[src/rtl/sgdma_pkg.sv]
`timescale 1ns/1ps
package sgdma_pkg;

  localparam int DESC_WORDS = 8;
  localparam int WIDX_W     = $clog2(DESC_WORDS);

  // word slots inside a descriptor (fetch order is the slot order)
  localparam int SLOT_HADDR_LO = 0;
  localparam int SLOT_HADDR_HI = 1;
  localparam int SLOT_COUNT    = 4;
  localparam int SLOT_LINK_LO  = 6;
  localparam int SLOT_LINK_HI  = 7;

  // flag bits in the link-low word
  localparam int FLG_LAST = 1;
  localparam int FLG_IRQ  = 2;
  localparam int FLG_DIR  = 3;
  localparam logic [31:0] LINK_MASK = 32'hFFFF_FFE0;

  // register offsets
  localparam int OFF_PTR_LO = 'h10;
  localparam int OFF_PTR_HI = 'h14;
  localparam int OFF_CSR    = 'h20;
  localparam int OFF_TOTAL  = 'h24;

  // control/status bits
  localparam int CB_EN    = 0;
  localparam int CB_GO    = 1;
  localparam int CB_STOP  = 2;
  localparam int CB_DONE  = 4;
  localparam int CB_IRQ   = 5;
  localparam int CB_LIST  = 8;

  typedef enum logic [1:0] {
    WK_IDLE  = 2'd0,
    WK_FETCH = 2'd1,
    WK_MOVE  = 2'd2
  } walk_state_t;

  function automatic logic [63:0] link_target(input logic [31:0] lo, input logic [31:0] hi);
    return {hi, lo & LINK_MASK};
  endfunction

  function automatic logic [63:0] slot_addr(input logic [63:0] base, input logic [WIDX_W-1:0] idx);
    return base + 64'({idx, 2'b00});
  endfunction

  function automatic logic is_launch(input logic [31:0] w);
    return w[CB_EN] & w[CB_GO] & w[CB_LIST];
  endfunction

endpackage

[src/rtl/sgdma_regs.sv]
`timescale 1ns/1ps
module sgdma_regs
  import sgdma_pkg::*;
#(
  parameter int REG_AW  = 6,
  parameter int BYTES_W = 32
) (
  input  logic              clk,
  input  logic              rst_n,
  input  logic              reg_we,
  input  logic [REG_AW-1:0] reg_addr,
  input  logic [31:0]       reg_wdata,
  output logic [31:0]       reg_rdata,
  input  logic              seg_fin,
  input  logic [31:0]       seg_len,
  input  logic              seg_irq,
  input  logic              walk_end,
  output logic              launch,
  output logic              stop_req,
  output logic              chan_done,
  output logic [63:0]       head_ptr,
  output logic              irq
);

  logic [31:0]        ptr_lo_q, ptr_hi_q;
  logic               done_q, sts_q, stop_pend_q, irq_q;
  logic [BYTES_W-1:0] total_q;
  logic               csr_wr, stop_hit;

  function automatic logic [BYTES_W-1:0] add_len(input logic [BYTES_W-1:0] acc, input logic [31:0] len);
    return acc + BYTES_W'(len);
  endfunction

  assign csr_wr    = reg_we && (reg_addr == REG_AW'(OFF_CSR));
  assign launch    = csr_wr && is_launch(reg_wdata) && done_q;
  assign stop_hit  = csr_wr && reg_wdata[CB_STOP] && !done_q;
  assign stop_req  = stop_pend_q || stop_hit;
  assign chan_done = done_q;
  assign head_ptr  = link_target(ptr_lo_q, ptr_hi_q);
  assign irq       = irq_q;

  always_ff @(posedge clk) begin
    if (!rst_n) begin
      ptr_lo_q    <= '0;
      ptr_hi_q    <= '0;
      done_q      <= 1'b1;
      sts_q       <= 1'b0;
      stop_pend_q <= 1'b0;
      irq_q       <= 1'b0;
      total_q     <= '0;
    end else begin
      if (reg_we && reg_addr == REG_AW'(OFF_PTR_LO)) ptr_lo_q <= reg_wdata;
      if (reg_we && reg_addr == REG_AW'(OFF_PTR_HI)) ptr_hi_q <= reg_wdata;

      if (launch)        done_q <= 1'b0;
      else if (walk_end) done_q <= 1'b1;

      if (walk_end || launch) stop_pend_q <= 1'b0;
      else if (stop_hit)      stop_pend_q <= 1'b1;

      if (seg_irq)                        sts_q <= 1'b1;
      else if (csr_wr && reg_wdata[CB_IRQ]) sts_q <= 1'b0;
      irq_q <= seg_irq;

      if (launch)       total_q <= '0;
      else if (seg_fin) total_q <= add_len(total_q, seg_len);
    end
  end

  always_comb begin
    reg_rdata = '0;
    if (reg_addr == REG_AW'(OFF_PTR_LO)) reg_rdata = ptr_lo_q;
    if (reg_addr == REG_AW'(OFF_PTR_HI)) reg_rdata = ptr_hi_q;
    if (reg_addr == REG_AW'(OFF_CSR)) begin
      reg_rdata[CB_DONE] = done_q;
      reg_rdata[CB_IRQ]  = sts_q;
    end
    if (reg_addr == REG_AW'(OFF_TOTAL)) reg_rdata = 32'(total_q);
  end


  total_hold_chk: assert property (@(posedge clk) disable iff (!rst_n)
    (!launch && !seg_fin) |=> $stable(total_q));

  irq_sticky_chk: assert property (@(posedge clk) disable iff (!rst_n)
    irq |-> sts_q);

endmodule

[src/rtl/sgdma_walk.sv]
`timescale 1ns/1ps
module sgdma_walk
  import sgdma_pkg::*;
(
  input  logic        clk,
  input  logic        rst_n,
  input  logic        launch,
  input  logic [63:0] head_ptr,
  input  logic        stop_req,
  output logic        mem_req,
  output logic [63:0] mem_addr,
  input  logic        mem_ack,
  input  logic [31:0] mem_rdata,
  output logic        xfer_req,
  output logic [63:0] xfer_addr,
  output logic [31:0] xfer_len,
  output logic        xfer_to_host,
  input  logic        xfer_done,
  output logic        seg_fin,
  output logic [31:0] seg_len,
  output logic        seg_irq,
  output logic        walk_end
);

  localparam logic [WIDX_W-1:0] LAST_SLOT = WIDX_W'(DESC_WORDS - 1);

  walk_state_t       state_q;
  logic [63:0]       cur_q;
  logic [WIDX_W-1:0] widx_q;
  logic [31:0]       ha_lo_q, ha_hi_q, cnt_q, lk_lo_q, lk_hi_q;

  assign mem_req      = (state_q == WK_FETCH);
  assign mem_addr     = slot_addr(cur_q, widx_q);
  assign xfer_req     = (state_q == WK_MOVE);
  assign xfer_addr    = {ha_hi_q, ha_lo_q};
  assign xfer_len     = cnt_q;
  assign xfer_to_host = lk_lo_q[FLG_DIR];

  assign seg_fin  = xfer_req && xfer_done;
  assign seg_len  = cnt_q;
  assign seg_irq  = seg_fin && lk_lo_q[FLG_IRQ];
  assign walk_end = seg_fin && (lk_lo_q[FLG_LAST] || stop_req);

  always_ff @(posedge clk) begin
    if (!rst_n) begin
      state_q <= WK_IDLE;
      cur_q   <= '0;
      widx_q  <= '0;
      ha_lo_q <= '0;
      ha_hi_q <= '0;
      cnt_q   <= '0;
      lk_lo_q <= '0;
      lk_hi_q <= '0;
    end else begin
      unique case (state_q)
        WK_IDLE: if (launch) begin
          cur_q   <= head_ptr;
          widx_q  <= '0;
          state_q <= WK_FETCH;
        end
        WK_FETCH: if (mem_ack) begin
          unique case (int'(widx_q))
            SLOT_HADDR_LO: ha_lo_q <= mem_rdata;
            SLOT_HADDR_HI: ha_hi_q <= mem_rdata;
            SLOT_COUNT:    cnt_q   <= mem_rdata;
            SLOT_LINK_LO:  lk_lo_q <= mem_rdata;
            SLOT_LINK_HI:  lk_hi_q <= mem_rdata;
            default: ;
          endcase
          widx_q <= widx_q + 1'b1;
          if (widx_q == LAST_SLOT) state_q <= WK_MOVE;
        end
        WK_MOVE: if (xfer_done) begin
          if (walk_end) begin
            state_q <= WK_IDLE;
          end else begin
            cur_q   <= link_target(lk_lo_q, lk_hi_q);
            widx_q  <= '0;
            state_q <= WK_FETCH;
          end
        end
        default: state_q <= WK_IDLE;
      endcase
    end
  end


  fetch_hold_chk: assert property (@(posedge clk) disable iff (!rst_n)
    (mem_req && !mem_ack) |=> (mem_req && $stable(mem_addr)));

  move_hold_chk: assert property (@(posedge clk) disable iff (!rst_n)
    (xfer_req && !xfer_done) |=> (xfer_req && $stable(xfer_addr) && $stable(xfer_len)
                                   && $stable(xfer_to_host)));

  fetch_start_chk: assert property (@(posedge clk) disable iff (!rst_n)
    $rose(mem_req) |-> (mem_addr[4:0] == 5'd0));

endmodule

[src/rtl/sgdma_walker.sv]
`timescale 1ns/1ps
module sgdma_walker
  import sgdma_pkg::*;
#(
  parameter int REG_AW  = 6,
  parameter int BYTES_W = 32
) (
  input  logic              clk,
  input  logic              rst_n,
  input  logic              reg_we,
  input  logic [REG_AW-1:0] reg_addr,
  input  logic [31:0]       reg_wdata,
  output logic [31:0]       reg_rdata,
  output logic              mem_req,
  output logic [63:0]       mem_addr,
  input  logic              mem_ack,
  input  logic [31:0]       mem_rdata,
  output logic              xfer_req,
  output logic [63:0]       xfer_addr,
  output logic [31:0]       xfer_len,
  output logic              xfer_to_host,
  input  logic              xfer_done,
  output logic              irq
);

  logic        launch, stop_req, chan_done;
  logic [63:0] head_ptr;
  logic        seg_fin, seg_irq, walk_end;
  logic [31:0] seg_len;

  sgdma_regs #(.REG_AW(REG_AW), .BYTES_W(BYTES_W)) u_regs (
    .clk       (clk),
    .rst_n     (rst_n),
    .reg_we    (reg_we),
    .reg_addr  (reg_addr),
    .reg_wdata (reg_wdata),
    .reg_rdata (reg_rdata),
    .seg_fin   (seg_fin),
    .seg_len   (seg_len),
    .seg_irq   (seg_irq),
    .walk_end  (walk_end),
    .launch    (launch),
    .stop_req  (stop_req),
    .chan_done (chan_done),
    .head_ptr  (head_ptr),
    .irq       (irq)
  );

  sgdma_walk u_walk (
    .clk          (clk),
    .rst_n        (rst_n),
    .launch       (launch),
    .head_ptr     (head_ptr),
    .stop_req     (stop_req),
    .mem_req      (mem_req),
    .mem_addr     (mem_addr),
    .mem_ack      (mem_ack),
    .mem_rdata    (mem_rdata),
    .xfer_req     (xfer_req),
    .xfer_addr    (xfer_addr),
    .xfer_len     (xfer_len),
    .xfer_to_host (xfer_to_host),
    .xfer_done    (xfer_done),
    .seg_fin      (seg_fin),
    .seg_len      (seg_len),
    .seg_irq      (seg_irq),
    .walk_end     (walk_end)
  );


  idle_quiet_chk: assert property (@(posedge clk) disable iff (!rst_n)
    chan_done |-> (!mem_req && !xfer_req));

  stop_lands_chk: assert property (@(posedge clk) disable iff (!rst_n)
    (seg_fin && stop_req) |=> chan_done);

  irq_single_chk: assert property (@(posedge clk) disable iff (!rst_n)
    irq |=> !irq);

  launch_fetch_chk: assert property (@(posedge clk) disable iff (!rst_n)
    launch |=> (mem_req && !chan_done && mem_addr == $past(head_ptr)));

endmodule

[config.mk]
export PLATFORM = sky130hd
export DESIGN_NAME = sgdma_walker
export DESIGN_NICKNAME = d
export VERILOG_FILES = /design/src/rtl/sgdma_pkg.sv /design/src/rtl/sgdma_regs.sv /design/src/rtl/sgdma_walk.sv /design/src/rtl/sgdma_walker.sv
export SDC_FILE = /design/constraint.sdc
export NUM_CORES = 1
export LEC_CHECK = 0
export BUFFER_PORTS_ARGS = -buffer_cell sky130_fd_sc_hd__buf_2
export CAP_MARGIN = 15
export CORE_MARGIN = 5
export CORE_UTILIZATION = 55
export CTS_CLUSTER_DIAMETER = 200
export DETAILED_ROUTE_END_ITERATION = 10
export GPL_TIMING_DRIVEN = 0
export HOLD_SLACK_MARGIN = 0.02
export PLACE_DENSITY = 0.92
export REMOVE_ABC_BUFFERS = 1
export SYNTH_ARGS = -nofsm -noshare
export SYNTH_HDL_FRONTEND = slang
export SYNTH_SLANG_ARGS = --single-unit
[constraint.sdc]
create_clock -name clk -period 3.01 [get_ports clk]
set_input_delay 0.602 -clock clk [delete_from_list [all_inputs] [get_ports clk]]
set_output_delay 0.602 -clock clk [all_outputs]
set_load 0.01 [all_outputs]
# Yosys cells after proc, flatten, opt, wreduce, memory -nomap -nowiden
# Index checks and enable logic that the tools add are counted.
# W data, S select, Z words.
# classes
bitwise_logic,3
n_addsub,3
mux,23
n_reduce_logical,31
n_eq_ne,15
# op_table
op,n
$mux W64,3
$pmux W64 S2,1
$mux W32,3
$add A64 B5 Y64,1
$add A32 B32 Y32,1
$reduce_and A3 Y1,5
$eq A6 B5 Y1 const B,2
$eq A6 B6 Y1 const B,2
$mux W3,4
$logic_and A1 B1 Y1,11
$mux W2,5
$eq A3 B3 Y1 const B,3
$pmux W3 S3,1
$reduce_and A4 Y1,2
$ne A2 B2 Y1 const B,3
$pmux W2 S3,1
$reduce_bool A2 Y1,3
$mux W1,5
$reduce_and A5 Y1,1
$ne A2 B1 Y1 const B,2
$reduce_or A2 Y1,2
$add A3 B1 Y3 const B,1
$eq A3 B1 Y1 const B,1
$logic_not A3 Y1,1
8 further kinds,11
# totals
ff_bits,329

# Longest topological paths before layout
# depth
ltp_word,10
ltp_mapped,11
ltp_nobuf,11

# Cells and area by module
# A second synthesis with hierarchy kept.
# hier_totals
cells_unflattened,2045
hier_area_um2,16672.2
# by_module_without_submodules
module,cells_each,n_inst,seq_area_each_um2,area_per_inst_um2
sgdma_walk,1320,1,4544.4,10607.7
sgdma_regs,725,1,2001.9,6064.6

# Least setup slack after synthesis
# OpenSTA, ideal clock, no wires.
# synth_timing
path_kind,register to register
from,register u_walk.cnt_q[0] (netlist: u_walk.seg_len[0])
to,register u_regs.total_q[26]
path_stages_with_launch,12
setup_slack_ps,402
arrival_ps,2481
synth_period_minus_slack_ps,2608
path_buffers,0
path_cell_list,dfxtp_1 ha_1 inv_1 fa_1 nor2b_1 o31a_1 o31a_1 o21ai_1 o31a_1 o21ai_1 a21oi_1 or3b_1
# synth_via
elab_chain_cells,1
# synth_lines
element,line,source
"start, declared",sgdma_walk.sv:30,"logic [31:0] ha_lo_q, ha_hi_q, cnt_q, lk_lo_q, lk_hi_q;"
"start signal, assigned",sgdma_walk.sv:65,SLOT_COUNT: cnt_q <= mem_rdata;
$add A32 B32 Y32,sgdma_regs.sv:31,return acc + BYTES_W'(len);
"end signal, assigned",sgdma_regs.sv:66,"else if (seg_fin) total_q <= add_len(total_q, seg_len);"
"end, declared",sgdma_regs.sv:27,logic [BYTES_W-1:0] total_q;
# No other way between the ends.
# A chain may end at the register's enable or synchronous reset.

# Worst setup path after layout
# layout_timing
from,input port reg_addr[3]
to,output port reg_rdata[4]
# layout_via
elab_chain_cells,5
elab_cells_between_ends,8
# layout_lines
element,line,source
"start, declared",sgdma_walker.sv:11,"input logic [REG_AW-1:0] reg_addr,"
$eq A6 B5 Y1,sgdma_regs.sv:72,if (reg_addr == REG_AW'(OFF_PTR_LO)) reg_rdata = ptr_lo_q;
$mux W32,sgdma_regs.sv:72,
$mux W32,sgdma_regs.sv:73,if (reg_addr == REG_AW'(OFF_PTR_HI)) reg_rdata = ptr_hi_q;
$mux W2,sgdma_regs.sv:74,if (reg_addr == REG_AW'(OFF_CSR)) begin
$mux W32 *,sgdma_regs.sv:78,if (reg_addr == REG_AW'(OFF_TOTAL)) reg_rdata = 32'(total_q);
"end, declared",sgdma_walker.sv:13,"output logic [31:0] reg_rdata,"
# Mark *: on every way between the ends. The rest lies on a longest branch, timed or not.

==> impl_metrics.csv <==
group,metric,value,unit
global_routing,overflow,0,
global_routing,antenna_found_initial,0,
place,numPortBuffers,268,
cts,cts-hold-fix-buffers,0,
global_routing,grt_max_degree,166,
place,hpwl,29.3,mm
detailed_routing,detail_route.wl_per_cell,19.4,um
detailed_routing,met2_length,21.3,mm
detailed_routing,dr_wl_met3,4.89,mm
timing,finClkSkew,0.0130,ns
global_routing,grt_pass1_vias,13600,
floorplan,fp.dieW,169,um
worst_setup_path,crit_required,2.41,ns
place,globalplace.congestion,0.886,
synthesis,yosysMostFrequentCell,"nand2_1",
synthesis,post-synth-top-area-fraction,46.4,%
detailed_routing,drtIter0Drc,1976,
floorplan,dieArea,28500,um^2
cts,cts_num_sinks,322,
worst_hold_path,worstHoldStart,"reg_wdata[7]",
synthesis,synth_top_cell_by_area,"dfxtp_1",
synthesis,synth_edf_count,0,
run_status,status,"finished, final reports clean",
global_routing,grt_pass1_wl,69.0,mm
cts,clock_latency,0.51,ns
detailed_routing,top_layer_used,"met4",
floorplan,start_util,55.5,%
worst_setup_path,start_kind,"primary input",
synthesis,synth_cells,1807,
worst_setup_path,path_max_fanout,17,
cts,cts_tree,"built",
timing,maxSlewViolCount,0,
worst_setup_path,path_buf_inv,2,
timing,worst_slew_pin_slew,0.993,ns
timing,period_share,100,%
timing,achievable-frequency,332,MHz
cts,cts_buffer_depth,3,
floorplan,rows,58,
timing,period_needed,3.01,ns
worst_setup_path,crit_chain,"buf_2, nor3_1, nand2_2, nor2_4, a222oi_1, mux2i_1, buf_2",
worst_setup_path,critPathCaptureType,"output pin",
synthesis,synth_commonest_cells,"nand2_1 (619), dfxtp_1 (322), a21oi_1 (243)",
timing,worst_slack,0.00123,ns
floorplan,die-height,169,um
synthesis,syn_avg_cell_area,7.69,um^2
worst_setup_path,max_stage_delay,0.61,ns
power,vdd.ir_drop.worst,0.503,mV
layout,final_nets,2120,
synthesis,ys_seq_area_share,46.4,%
worst_setup_path,path_class,"primary input to output pin",
floorplan,core,25000,um^2
power,leakagePower,0.00674,uW
worst_setup_path,r2r_slack,0.13,ns
run,maxCapViolCount,0,
timing,slew_headroom,33.8,%
worst_setup_path,slowest_stage,"nor2_4",
layout,fin_util,67.4,%
synthesis,synthTopCellsByArea,"dfxtp_1 (46%), nand2_1 (17%), a21oi_1 (8.8%)",
detailed_routing,routed_wl,45.8,mm
detailed_routing,drtPass1Iterations,7,
detailed_routing,vias,14100,
synthesis,synthArstFlopShare,0,%
power,pwr_density_cell,529,nW/um^2
synthesis,yosysWarnings,0,
worst_hold_path,hold_class,"primary input to register",
global_routing,grt_use_total,29.5,%
synthesis,synth_flop_cell,"dfxtp_1",
timing,hold_violations,0,
timing,grt_setup_unrepaired,"true",
worst_setup_path,crit_path_start,"reg_addr[3]",
layout,diodes,0,
detailed_routing,antenna_left,0,
power,p_total,8930,uW
layout,layout-drive-gt1-share,18.8,%
layout,layout-area-overhead-vs-synth,21.5,%
detailed_routing,drc,0,
synthesis,syn_area,13900,um^2
worst_setup_path,cpMostUsedCell,"buf_2",
worst_setup_path,regToRegStartpoint,"u_walk.state_q[1]$_SDFFE_PN0P_",
cts,clk_pin_slew,0.06,ns
place,pre_cts_ws,-1.41,ns
worst_setup_path,path_delay_family,"simple AND/OR/NAND/NOR gates",
floorplan,io_pins,271,
worst_setup_path,worstPathArrival,2.41,ns
timing,setup_viol,0,
timing,hold_ws,0.342,ns
cts,htree_levels,2,
cts,cts_root_buffer,"clkbuf_16",
synthesis,synth_cell_type_count,59,
cts,numCtsBuffers,34,
detailed_routing,m1WireLength,17.7,mm
detailed_routing,viasPerCell,5.98,
synthesis,ys_seq_elements,322,
-- state kept, by name, summed over array words and instances (netlist names) --
| name | cells |
|---|---|
| u_walk.seg_len | 32 |
| u_walk.ha_lo_q | 32 |
| u_regs.total_q | 32 |
| u_regs.ptr_hi_q | 32 |
| u_walk.ha_hi_q | 32 |
| u_regs.sts_q | 1 |
| u_walk.lk_lo_q | 30 |
| u_walk.widx_q | 3 |
| u_walk.cur_q | 59 |
| u_walk.lk_hi_q | 32 |
| u_regs.stop_pend_q | 1 |
| u_regs.irq | 1 |
| u_walk.state_q | 2 |
| u_regs.ptr_lo_q | 32 |
| u_regs.chan_done | 1 |
-- power by group --
| group | internal (uW) | switching, uW | leakage [uW] |
|---|---|---|---|
| sequential | 4270 | 3.33 | 0.00259 |
| clock | 2760 | 1690 | 0.000588 |
| combinational | 59.6 | 161 | 0.00355 |
-- metrics by stage --
stage / area (um^2) / TNS [ns] / cells
6_report: 16900 / 0 / 2363
5_1_grt: 16900 / -0.0683 / 2363
4_1_cts: 16800 / -0.0706 / 2354
3_5_place_dp: 15500 / -120.72 / 2288
3_3_place_gp: 15100 / -1392.21 / 2274
2_1_floorplan: 13400 / -587.36 / 1676
-- routing by layer --
metal  vias to the layer above  GRT usage (%)
met2                       852           49.1
met4                         0           13.1
met1                      6547           37.0
li1                       6555              -
met3                       169           6.10
met5                         -              0
-- layout by cell type (no fill, tap or decap), types with 4 or more instances in the layout --
cell type / count
nand2_1: 614
dfxtp_1: 322
buf_2: 268
a21oi_1: 243
nor2_1: 86
a311oi_1: 59
inv_1: 48
clkbuf_16: 37
ha_1: 36
a222oi_1: 31
o21ai_0: 25
a21boi_0: 22
nand3_1: 15
a21o_1: 13
nor3_1: 12
xnor2_1: 10
a211oi_1: 8
xor2_1: 8
clkbuf_1: 8
buf_16: 8
buf_4: 8
clkbuf_8: 7
nor2_4: 6
and2_1: 6
nand4_1: 6
o21a_1: 6
nor2b_1: 5
nand2b_1: 5
and3_1: 5
o21bai_1: 5
nand2_2: 4
a31oi_1: 4
o211ai_1: 4
or3_1: 4
bufinv_16: 4
clkinv_2: 4
-- final cells by class --
class,count,area [um^2]
repair buffers,292,1750
clock buffers,52,1050
flip-flops and latches,322,6450
inverters,50,203
fillers,2011,8160
well taps,330,413
multi-input cells,1308,6870
clock inverters,9,148
-- worst reg2reg max path, stage by stage, from the launching register on --
cell and delay [ns]:
dfxtp_1 0.60, nand2b_4 0.11, buf_12 0.19, inv_8 0.34, nand2_4 0.25, a21oi_1 0.41
nor3_4 0.09, buf_4 0.18, buf_16 0.16, buf_16 0.18, a311oi_1 0.27
-- what timing repair did --
| action | CTS | global route |
|---|---|---|
| endpoints found under the setup margin | 132 | 67 |
| cloned | 1 | 3 |
| pin swaps | 5 | 5 |
| gates resized for setup | 10 | 7 |
| buffers inserted | 4 | 6 |
-- path summary, 6_finish.rpt --
path | to | cells after the start
worst max-delay path | reg_rdata[4] | 7
worst min-delay path | u_regs.ptr_hi_q[7]$_SDFFE_PN0P_ | 3
worst max register to register | u_walk.cur_q[52]$_SDFFE_PN0P_ | 10
worst min register to register | u_walk.ha_hi_q[1]$_SDFFE_PN0P_ | 2
-- logic make-up after synthesis --
kind of cell | count (synthesis) | synth area share [%]
AOI/OAI and AO/OA | 451 | 20.8
xor gates and xnor gates | 18 | 1.13
adders and majority gates | 37 | 3.39
buffers and inverters | 182 | 5.19
DFF | 322 | 46.4
muxes | 2 | 0.144
other | 1 | 0.0270
and+or+nand+nor | 794 | 22.9
Power figures use the tool's default switching activity.
